`config.mk`:
```
export PLATFORM = sky130hd
export DESIGN_NAME = led_status_drv
export DESIGN_NICKNAME = d
export VERILOG_FILES = /design/src/rtl/led_drv_pkg.sv /design/src/rtl/led_pulse_stretch.sv /design/src/rtl/led_auto_blink.sv /design/src/rtl/led_cfg_regs.sv /design/src/rtl/led_src_sel.sv /design/src/rtl/led_status_drv.sv
export SDC_FILE = /design/constraint.sdc
export NUM_CORES = 1
export LEC_CHECK = 0
export ABC_AREA = 1
export BUFFER_PORTS_ARGS = -buffer_cell sky130_fd_sc_hd__buf_4
export CAP_MARGIN = 20
export CORE_MARGIN = 1.5
export CORE_UTILIZATION = 30
export CTS_BUF_LIST = sky130_fd_sc_hd__clkbuf_16
export DETAILED_ROUTE_END_ITERATION = 10
export SETUP_SLACK_MARGIN = 0.15
export SLEW_MARGIN = 30
export SYNTH_ARGS = -nofsm -noshare
export SYNTH_HDL_FRONTEND = slang
export SYNTH_SLANG_ARGS = --single-unit
```
`constraint.sdc`:
```
create_clock -name clk -period 2.15 [get_ports clk]
set_input_delay 0.5375 -clock clk [delete_from_list [all_inputs] [get_ports clk]]
set_output_delay 0.5375 -clock clk [all_outputs]
set_load 0.01 [all_outputs]
```
`src/rtl/led_drv_pkg.sv`:
```
package led_drv_pkg;

    localparam int NUM_LEDS = 3;

    typedef enum logic [2:0] {
        SRC_OFF     = 3'd0,
        SRC_COL     = 3'd1,
        SRC_NCOL    = 3'd2,
        SRC_LINK10  = 3'd3,
        SRC_LINK100 = 3'd4,
        SRC_LINKANY = 3'd5,
        SRC_AUTO    = 3'd6,
        SRC_TX      = 3'd7
    } led_src_e;

    typedef enum logic {
        STR_IDLE,
        STR_HOLD
    } stretch_state_e;

    typedef enum logic [1:0] {
        AUTO_NOLINK,
        AUTO_STEADY,
        AUTO_DARK,
        AUTO_LIT
    } auto_state_e;

    typedef struct packed {
        led_src_e src;
        logic     rx_add;
    } led_cfg_t;

endpackage

```
`src/rtl/led_pulse_stretch.sv`:
```
module led_pulse_stretch
    import led_drv_pkg::*;
#(
    parameter int STRETCH_W = 20
) (
    input  logic clk,
    input  logic rst_n,
    input  logic strobe_i,
    output logic active_o
);
    localparam logic [STRETCH_W-1:0] LOAD = '1;

    stretch_state_e state, state_nxt;
    logic [STRETCH_W-1:0] cnt, cnt_nxt;

    // next state
    always_comb begin
        state_nxt = state;
        cnt_nxt   = cnt;
        unique case (state)
            STR_IDLE: begin
                if (strobe_i) begin
                    state_nxt = STR_HOLD;
                    cnt_nxt   = LOAD;
                end
            end
            STR_HOLD: begin
                if (strobe_i) begin
                    cnt_nxt = LOAD;
                end else if (cnt == '0) begin
                    state_nxt = STR_IDLE;
                end else begin
                    cnt_nxt = cnt - 1'b1;
                end
            end
        endcase
    end

    // state register
    always_ff @(posedge clk) begin
        if (!rst_n) begin
            state <= STR_IDLE;
            cnt   <= '0;
        end else begin
            state <= state_nxt;
            cnt   <= cnt_nxt;
        end
    end

    // outputs
    always_comb begin
        active_o = (state == STR_HOLD);
    end


    stretch_arm_chk: assert property (@(posedge clk) disable iff (!rst_n)
        strobe_i |=> active_o);


    stretch_quiet_chk: assert property (@(posedge clk) disable iff (!rst_n)
        (!active_o && !strobe_i) |=> !active_o);


    stretch_restart_chk: assert property (@(posedge clk) disable iff (!rst_n)
        (active_o && strobe_i) |=> (active_o && cnt == LOAD));

endmodule

```
`src/rtl/led_auto_blink.sv`:
```
module led_auto_blink
    import led_drv_pkg::*;
#(
    parameter int STRETCH_W = 20
) (
    input  logic clk,
    input  logic rst_n,
    input  logic link_i,
    input  logic act_i,
    output logic lit_o
);
    localparam logic [STRETCH_W-1:0] LOAD = '1;

    auto_state_e state, state_nxt;
    logic [STRETCH_W-1:0] cnt, cnt_nxt;

    // next state
    always_comb begin
        state_nxt = state;
        cnt_nxt   = cnt;
        unique case (state)
            AUTO_NOLINK: begin
                if (link_i) state_nxt = AUTO_STEADY;
            end
            AUTO_STEADY: begin
                if (!link_i) begin
                    state_nxt = AUTO_NOLINK;
                end else if (act_i) begin
                    state_nxt = AUTO_DARK;
                    cnt_nxt   = LOAD;
                end
            end
            AUTO_DARK: begin
                if (!link_i) begin
                    state_nxt = AUTO_NOLINK;
                end else if (cnt == '0) begin
                    state_nxt = AUTO_LIT;
                    cnt_nxt   = LOAD;
                end else begin
                    cnt_nxt = cnt - 1'b1;
                end
            end
            AUTO_LIT: begin
                if (!link_i) begin
                    state_nxt = AUTO_NOLINK;
                end else if (cnt == '0) begin
                    state_nxt = AUTO_STEADY;
                end else begin
                    cnt_nxt = cnt - 1'b1;
                end
            end
        endcase
    end

    // state register
    always_ff @(posedge clk) begin
        if (!rst_n) begin
            state <= AUTO_NOLINK;
            cnt   <= '0;
        end else begin
            state <= state_nxt;
            cnt   <= cnt_nxt;
        end
    end

    // outputs
    always_comb begin
        lit_o = (state == AUTO_STEADY) || (state == AUTO_LIT);
    end


    auto_linkloss_chk: assert property (@(posedge clk) disable iff (!rst_n)
        !link_i |=> !lit_o);


    auto_blink_start_chk: assert property (@(posedge clk) disable iff (!rst_n)
        (link_i && act_i && state == AUTO_STEADY) |=> !lit_o);


    auto_dark_hold_chk: assert property (@(posedge clk) disable iff (!rst_n)
        (link_i && state == AUTO_DARK && cnt != '0) |=> (state == AUTO_DARK));

endmodule

```
`src/rtl/led_cfg_regs.sv`:
```
module led_cfg_regs
    import led_drv_pkg::*;
(
    input  logic                     clk,
    input  logic                     rst_n,
    input  logic                     wr_en,
    input  logic                     wr_sel,
    input  logic [7:0]               wr_data,
    output led_cfg_t [NUM_LEDS-1:0]  cfg_o
);
    led_cfg_t [NUM_LEDS-1:0] cfg_q;

    always_ff @(posedge clk) begin
        if (!rst_n) begin
            for (int i = 0; i < NUM_LEDS; i++) begin
                cfg_q[i] <= '{src: SRC_OFF, rx_add: 1'b0};
            end
        end else if (wr_en) begin
            if (!wr_sel) begin
                cfg_q[0].src    <= led_src_e'(wr_data[2:0]);
                cfg_q[1].src    <= led_src_e'(wr_data[5:3]);
                cfg_q[0].rx_add <= wr_data[6];
                cfg_q[1].rx_add <= wr_data[7];
            end else begin
                cfg_q[2].src    <= led_src_e'(wr_data[2:0]);
                cfg_q[2].rx_add <= wr_data[6];
            end
        end
    end

    assign cfg_o = cfg_q;


    cfg_pair_kept_chk: assert property (@(posedge clk) disable iff (!rst_n)
        (wr_en && wr_sel) |=> ($stable(cfg_o[0]) && $stable(cfg_o[1])));


    cfg_third_kept_chk: assert property (@(posedge clk) disable iff (!rst_n)
        (wr_en && !wr_sel) |=> $stable(cfg_o[2]));

endmodule

```
`src/rtl/led_src_sel.sv`:
```
module led_src_sel
    import led_drv_pkg::*;
(
    input  led_cfg_t cfg_i,
    input  logic     col_act_i,
    input  logic     tx_act_i,
    input  logic     rx_act_i,
    input  logic     link10_i,
    input  logic     link100_i,
    input  logic     auto_lit_i,
    output logic     led_d_o
);
    logic base;

    always_comb begin
        unique case (cfg_i.src)
            SRC_OFF:     base = 1'b0;
            SRC_COL:     base = col_act_i;
            SRC_NCOL:    base = ~col_act_i;
            SRC_LINK10:  base = link10_i;
            SRC_LINK100: base = link100_i;
            SRC_LINKANY: base = link10_i | link100_i;
            SRC_AUTO:    base = auto_lit_i;
            SRC_TX:      base = tx_act_i;
        endcase
        led_d_o = base | (cfg_i.rx_add & rx_act_i);
    end

endmodule

```
`src/rtl/led_status_drv.sv`:
```
module led_status_drv
    import led_drv_pkg::*;
#(
    parameter int STRETCH_W = 20
) (
    input  logic       clk,
    input  logic       rst_n,
    input  logic       wr_en,
    input  logic       wr_sel,
    input  logic [7:0] wr_data,
    input  logic       link10_i,
    input  logic       link100_i,
    input  logic       col_evt_i,
    input  logic       tx_evt_i,
    input  logic       rx_evt_i,
    output logic [2:0] led_o
);
    localparam int NUM_EVT = 3;

    led_cfg_t [NUM_LEDS-1:0] cfg_w;
    logic [NUM_EVT-1:0]      evt_w;
    logic [NUM_EVT-1:0]      act_w;
    logic                    auto_lit_w;
    logic [NUM_LEDS-1:0]     led_d_w;
    logic [NUM_LEDS-1:0]     led_q;

    assign evt_w = {rx_evt_i, tx_evt_i, col_evt_i};

    led_cfg_regs u_regs (
        .clk     (clk),
        .rst_n   (rst_n),
        .wr_en   (wr_en),
        .wr_sel  (wr_sel),
        .wr_data (wr_data),
        .cfg_o   (cfg_w)
    );

    for (genvar e = 0; e < NUM_EVT; e++) begin : g_str
        led_pulse_stretch #(.STRETCH_W(STRETCH_W)) u_str (
            .clk      (clk),
            .rst_n    (rst_n),
            .strobe_i (evt_w[e]),
            .active_o (act_w[e])
        );
    end

    led_auto_blink #(.STRETCH_W(STRETCH_W)) u_auto (
        .clk    (clk),
        .rst_n  (rst_n),
        .link_i (link10_i | link100_i),
        .act_i  (tx_evt_i | rx_evt_i),
        .lit_o  (auto_lit_w)
    );

    for (genvar l = 0; l < NUM_LEDS; l++) begin : g_led
        led_src_sel u_sel (
            .cfg_i      (cfg_w[l]),
            .col_act_i  (act_w[0]),
            .tx_act_i   (act_w[1]),
            .rx_act_i   (act_w[2]),
            .link10_i   (link10_i),
            .link100_i  (link100_i),
            .auto_lit_i (auto_lit_w),
            .led_d_o    (led_d_w[l])
        );


        led_off_chk: assert property (@(posedge clk) disable iff (!rst_n)
            (cfg_w[l].src == SRC_OFF && !cfg_w[l].rx_add) |=> !led_o[l]);


        led_rx_or_chk: assert property (@(posedge clk) disable iff (!rst_n)
            (cfg_w[l].rx_add && act_w[2]) |=> led_o[l]);
    end

    always_ff @(posedge clk) begin
        if (!rst_n) led_q <= '0;
        else        led_q <= led_d_w;
    end

    assign led_o = led_q;

endmodule

```
# After elaboration in Yosys (flattened, before gate mapping)

Cells that the tools add are included.

Register bits: 100
Input port bits: 17
Output and inout bits: 3
Word-level logic and storage cells: 129

Add/sub/neg operators: 4
Eq/ne operators: 39
Mux-type cells: 42
Bitwise gates (word level): 12
Reductions and logical operators: 17

Operator list:

| operator                                           | count |
|---|---|
| 2-to-1 mux 20 bit                                  | 15 |
| case mux 20 bit (2 select lines)                   | 3 |
| zero test 20 bit                                   | 4 |
| subtractor 20 x 1 -> 20 bit, second input constant | 4 |
| case mux 20 bit (3 select lines)                   | 1 |
| == test 3 bit, second input constant               | 12 |
| case mux 1 bit (8 select lines)                    | 3 |
| == test 3 x 2 -> 1 bit, second input constant      | 6 |
| != test 3 bit, second input constant               | 6 |
| 2-to-1 mux 2 bit                                   | 7 |
| != test 2 x 1 -> 1 bit, second input constant      | 5 |
| AND reduction 2 bit                                | 5 |
| == test 3 x 1 -> 1 bit, second input constant      | 3 |
| zero test 3 bit                                    | 3 |
| 2-to-1 mux 1 bit                                   | 9 |
| != test 2 bit, second input constant               | 4 |
| case mux 2 bit (4 select lines)                    | 1 |
| case mux 1 bit (2 select lines)                    | 3 |
| AND reduction 6 bit                                | 1 |
| OR 1 bit                                           | 5 |
| == test 2 bit, second input constant               | 2 |
| inverter 1 bit                                     | 4 |
| AND reduction 4 bit                                | 1 |
| bitwise AND 1 bit                                  | 3 |
| other kinds (4)                                    | 4 |

# Depth between registers and ports, before layout

Depth after elaboration: 4
Mapped depth: 13
Gate-level depth less buffers: 13

# By module

Synthesis repeated with hierarchy kept, for this count alone.

Cells, all modules: 1134
Area, all modules: 7038.0 µm²

Modules (own cells, without submodules):

| module                                 | times used | cells each | area an instance (µm²) | seq. area each (µm²) |
|---|---|---|---|---|
| led_pulse_stretch (g_str[0].u_str ...) | 2          | 243        | 1527.7                 | 420.4 |
| led_auto_blink                         | 1          | 255        | 1666.6                 | 440.4 |
| led_pulse_stretch (g_str[2].u_str)     | 1          | 245        | 1465.2                 | 420.4 |
| led_cfg_regs                           | 1          | 70         | 483.0                  | 240.2 |
| led_src_sel                            | 3          | 21         | 87.6                   | 0.0 |
| led_status_drv                         | 1          | 15         | 105.1                  | 60.1 |

# Worst setup path after synthesis

No wires, ideal clock.

Path kind: input port to flip-flop
Start: input rx_evt_i
End: register u_auto.cnt[16]
Setup time: 0.071 ns
Data arrival time: 1.666 ns
Required time: 2.079 ns
Setup slack: 0.414 ns
Stages: 7
Path buffers: 2
Cell sequence: clkbuf_1 -> nor2_2 -> nor2_8 -> a21boi_4 -> buf_6 -> nand2_1 -> a21oi_1

Longest elaborated chain between the ends: 3

RTL lines:

| item                                    | line                 | RTL |
|---|---|---|
| from (decl)                             | led_status_drv.sv:15 | `input logic rx_evt_i,` |
| OR 1 bit                                | led_status_drv.sv:51 | `.act_i (tx_evt_i \| rx_evt_i),` |
| != test 2 x 1 -> 1 bit (no source line) | -                    |  |
| AND reduction 6 bit (no source line)    | -                    |  |
| to (signal assigned)                    | led_auto_blink.sv:62 | `cnt <= cnt_nxt;` |
| to (decl)                               | led_auto_blink.sv:15 | `logic [STRETCH_W-1:0] cnt, cnt_nxt;` |

No other way between the ends.
A chain may end at the register's enable or synchronous reset.

# Worst setup path after layout

Start: register g_str[2].u_str.cnt[9]
End: register g_str[2].u_str.cnt[9]

Longest elaborated chain between the ends: 4

RTL lines:

| item                             | line                    | RTL |
|---|---|---|
| from (decl)                      | led_pulse_stretch.sv:14 | `logic [STRETCH_W-1:0] cnt, cnt_nxt;` |
| from (signal assigned)           | led_pulse_stretch.sv:46 | `cnt <= cnt_nxt;` |
| subtractor 20 x 1 -> 20 bit      | led_pulse_stretch.sv:33 | `cnt_nxt = cnt - 1'b1;` |
| 2-to-1 mux 20 bit                | led_pulse_stretch.sv:30 | `end else if (cnt == '0) begin` |
| 2-to-1 mux 20 bit                | led_pulse_stretch.sv:28 | `if (strobe_i) begin` |
| case mux 20 bit (2 select lines) | led_pulse_stretch.sv:20 | `unique case (state)` |

Parallel ways exist; a longest one is shown, timed or not. The select of a mux whose other input is x is not followed.

==> flow_metrics.tcl <==
set metrics [dict create \
    relSlewSlack_pct 73.5 \
    cap_violations 0 \
    p_int_uw 3560 \
    row_count 51 \
    tns_ns 0 \
    cts.path.max_buffers 2 \
    cts_sinks 100 \
    first_pass_iters 5 \
    routed_via_density 4.75 \
    drtAntennaViolNets 0 \
    die_area_mm2 0.0206 \
    grt_pass1_wl_um 25700 \
    seqPwrFrac_pct 41.0 \
    critPathKind "flip-flop to flip-flop" \
    rsz0062_at_grt "no" \
    yosys_register_bits 100 \
    wl_per_cell_um 12.1 \
    critPathLaunchType "flip-flop" \
    port_buffers 19 \
    nets 994 \
    worst_ep_required_time_ns 2.40 \
    path_clk_slew_ns 0.07 \
    p_sw_share_pct 35.9 \
    peakVddDrop_mv 0.411 \
    tightest_slew_ns 0.397 \
    drt-total-wl_um 15000 \
    drt_iter0_drc 268 \
    avgSynthCellArea_um2 6.25 \
    syn_inst 948 \
    antenna_cells 0 \
    leakagePower_uw 0.00296 \
    p_comb_share_pct 29.2 \
    min_period_ns 1.78 \
    h-tree-depth 3 \
    die_x_um 144 \
    dp_slack_ns 0.291 \
    cts_root_buffer "clkbuf_16" \
    io_pins 20 \
    dp_hpwl_um 11000 \
    fmax_mhz 561 \
    grt_pass1_vias 5328 \
    path_max_fanout 16 \
    drive_above_1_share_pct 8.83 \
    outcome "finished, final reports clean" \
    cts_tree "done" \
    cts_buffers 9 \
    die_y_um 144 \
    yosys-top-cells-area "dfxtp_1, nand2_1, nor2_1, inv_1, a21oi_1" \
    cts_setup_buffers 0 \
    clk_latency_ns 0.36 \
    min_period_over_period_pct 83.0 \
    clkPwrFrac_pct 29.8 \
    synth_top_flop_cell "dfxtp_1" \
    fin_ws_ns 0.366 \
    synth_edf_count 0 \
    p_sw_uw 2000 \
    start_util_pct 30.6 \
    finalMaxSlewViolations 0 \
    cts-resized-gates 0 \
    synth_top_area_cell "dfxtp_1" \
    skew_ns 0.00839 \
    gp_congestion 0.883 \
    synth-seq-area-share_pct 33.8 \
    route.detailed.drc 0 \
    async_reset_ff_share_pct 0 \
    synth_cell_types 38 \
    grt_start_max_net_pins 22 \
    grt_usage_pct 15.5 \
    hold_violations 0 \
    syn_area_mm2 0.00593 \
    ys.warnings.count 0 \
    gr-total-overflow 0 \
    core_area_mm2 0.0194 \
    cts_hold_buffers 0 \
    antenna_found_initial 1 \
    areaGrowthSynthToFinish_pct 13.4 \
    final_common_cell "nand2_1" \
    vias 5889 \
    synth_nets 973 \
    yosysTopAreaCellShare_pct 33.8 \
    setup_viol 0 \
    final_cell_mix "nand2_1, nor2_1, inv_1" \
    cp.arrival_ns 2.04 \
    end_kind "flip-flop" \
    hold_class "input pin to flip-flop" \
    power.density_mw_per_mm2 827 \
]
worst paths after layout:
path / slack, ns / start / to / cells past startpoint
hold / removal: 0.42 / wr_data[6] / u_regs.cfg_o[0]$_SDFFE_PN0P_ / 3
setup reg to reg: 0.37 / g_str[2].u_str.cnt[9]$_SDFFE_PN0P_ / g_str[2].u_str.cnt[9]$_SDFFE_PN0P_ / 10
hold reg to reg: 0.47 / u_regs.cfg_o[8]$_SDFFE_PN0P_ / u_regs.cfg_o[8]$_SDFFE_PN0P_ / 2
setup / recovery: 0.37 / g_str[2].u_str.cnt[9]$_SDFFE_PN0P_ / g_str[2].u_str.cnt[9]$_SDFFE_PN0P_ / 10
registers in the layout, indices dropped and copies added (netlist names):
signal and flops:
g_str.u_str.cnt 60, u_auto.cnt 20, u_regs.cfg_o 12, g_str.u_str.active_o 3
led_o 3, u_auto.state 2
synthesized netlist by cell type, types with 5 or more instances:
master,number
a21oi_1,81
a31oi_1,14
clkbuf_1,20
dfxtp_1,100
ha_1,8
inv_1,114
inv_2,12
nand2_1,231
nand3_1,64
nand3b_1,14
nand4_1,23
nor2_1,125
nor3_1,15
o211ai_1,15
o21a_1,5
o21ai_0,42
o21ai_1,21
xor2_1,5
cells by family (layout without fill, tap and decap cells):
logic type,count (synthesis),after routing,share of synthesized area [%]
xor+xnor,8,8,1.18
compound gates,182,182,16.9
simple gates,491,492,36.0
flops,100,100,33.8
buf+inv,159,184,10.5
fa+ha+maj,8,8,1.69
layer usage:
metal  track usage (%)  routed length, um  vias to the layer above
li1                  -                  -                     3122
met1              21.3               7480                     2646
met2              24.5               6710                      104
met3              2.10                543                       17
met4              5.91                313                        0
met5                 0                  0                        -
through the flow:
| stage | power [uW] | hold slack, ns | cell area [um2] | utilization (%) | cells |
|---|---|---|---|---|---|
| detailed placement | 3930 | 0.458 | 6410 | 33.0 | 1222 |
| floorplan | 3540 | 0.433 | 5930 | - | 948 |
| finish | 5560 | 0.418 | 6730 | 34.7 | 1239 |
| global route | 5980 | 0.469 | 6730 | 34.7 | 1239 |
| CTS | 5600 | 0.405 | 6700 | 34.5 | 1238 |
| global placement | 3910 | 0.452 | 6410 | 33.0 | 1222 |
power groups by stage:
stage / Sequential, uW / Clock [uW] / Combinational, uW
2_1_floorplan: 2260 / 0 / 1290
3_5_place_dp: 2320 / 0 / 1610
5_1_grt: 2320 / 1770 / 1890
4_1_cts: 2280 / 1710 / 1620
6_report: 2280 / 1650 / 1630
3_3_place_gp: 2320 / 0 / 1600
area by class of cell:
type,count,area [um2]
Timing Repair Buffer,38,285
Clock inverter,7,67.6
Clock buffer,9,225
Fill cell,2128,12700
Multi-Input combinational cell,690,3320
Inverter,130,490
Tap cell,265,332
Sequential cell,100,2000
critical path: stages (launching register included):
cell and delay [ns]:
dfxtp_1 0.37, nor2_1 0.18, nand2_1 0.11, nor2_1 0.18
nand3_1 0.16, nand2_1 0.13, inv_2 0.14, nor2_4 0.21
inv_2 0.08, nand2_1 0.06, a21oi_1 0.05
Power figures use the tool's default switching activity.
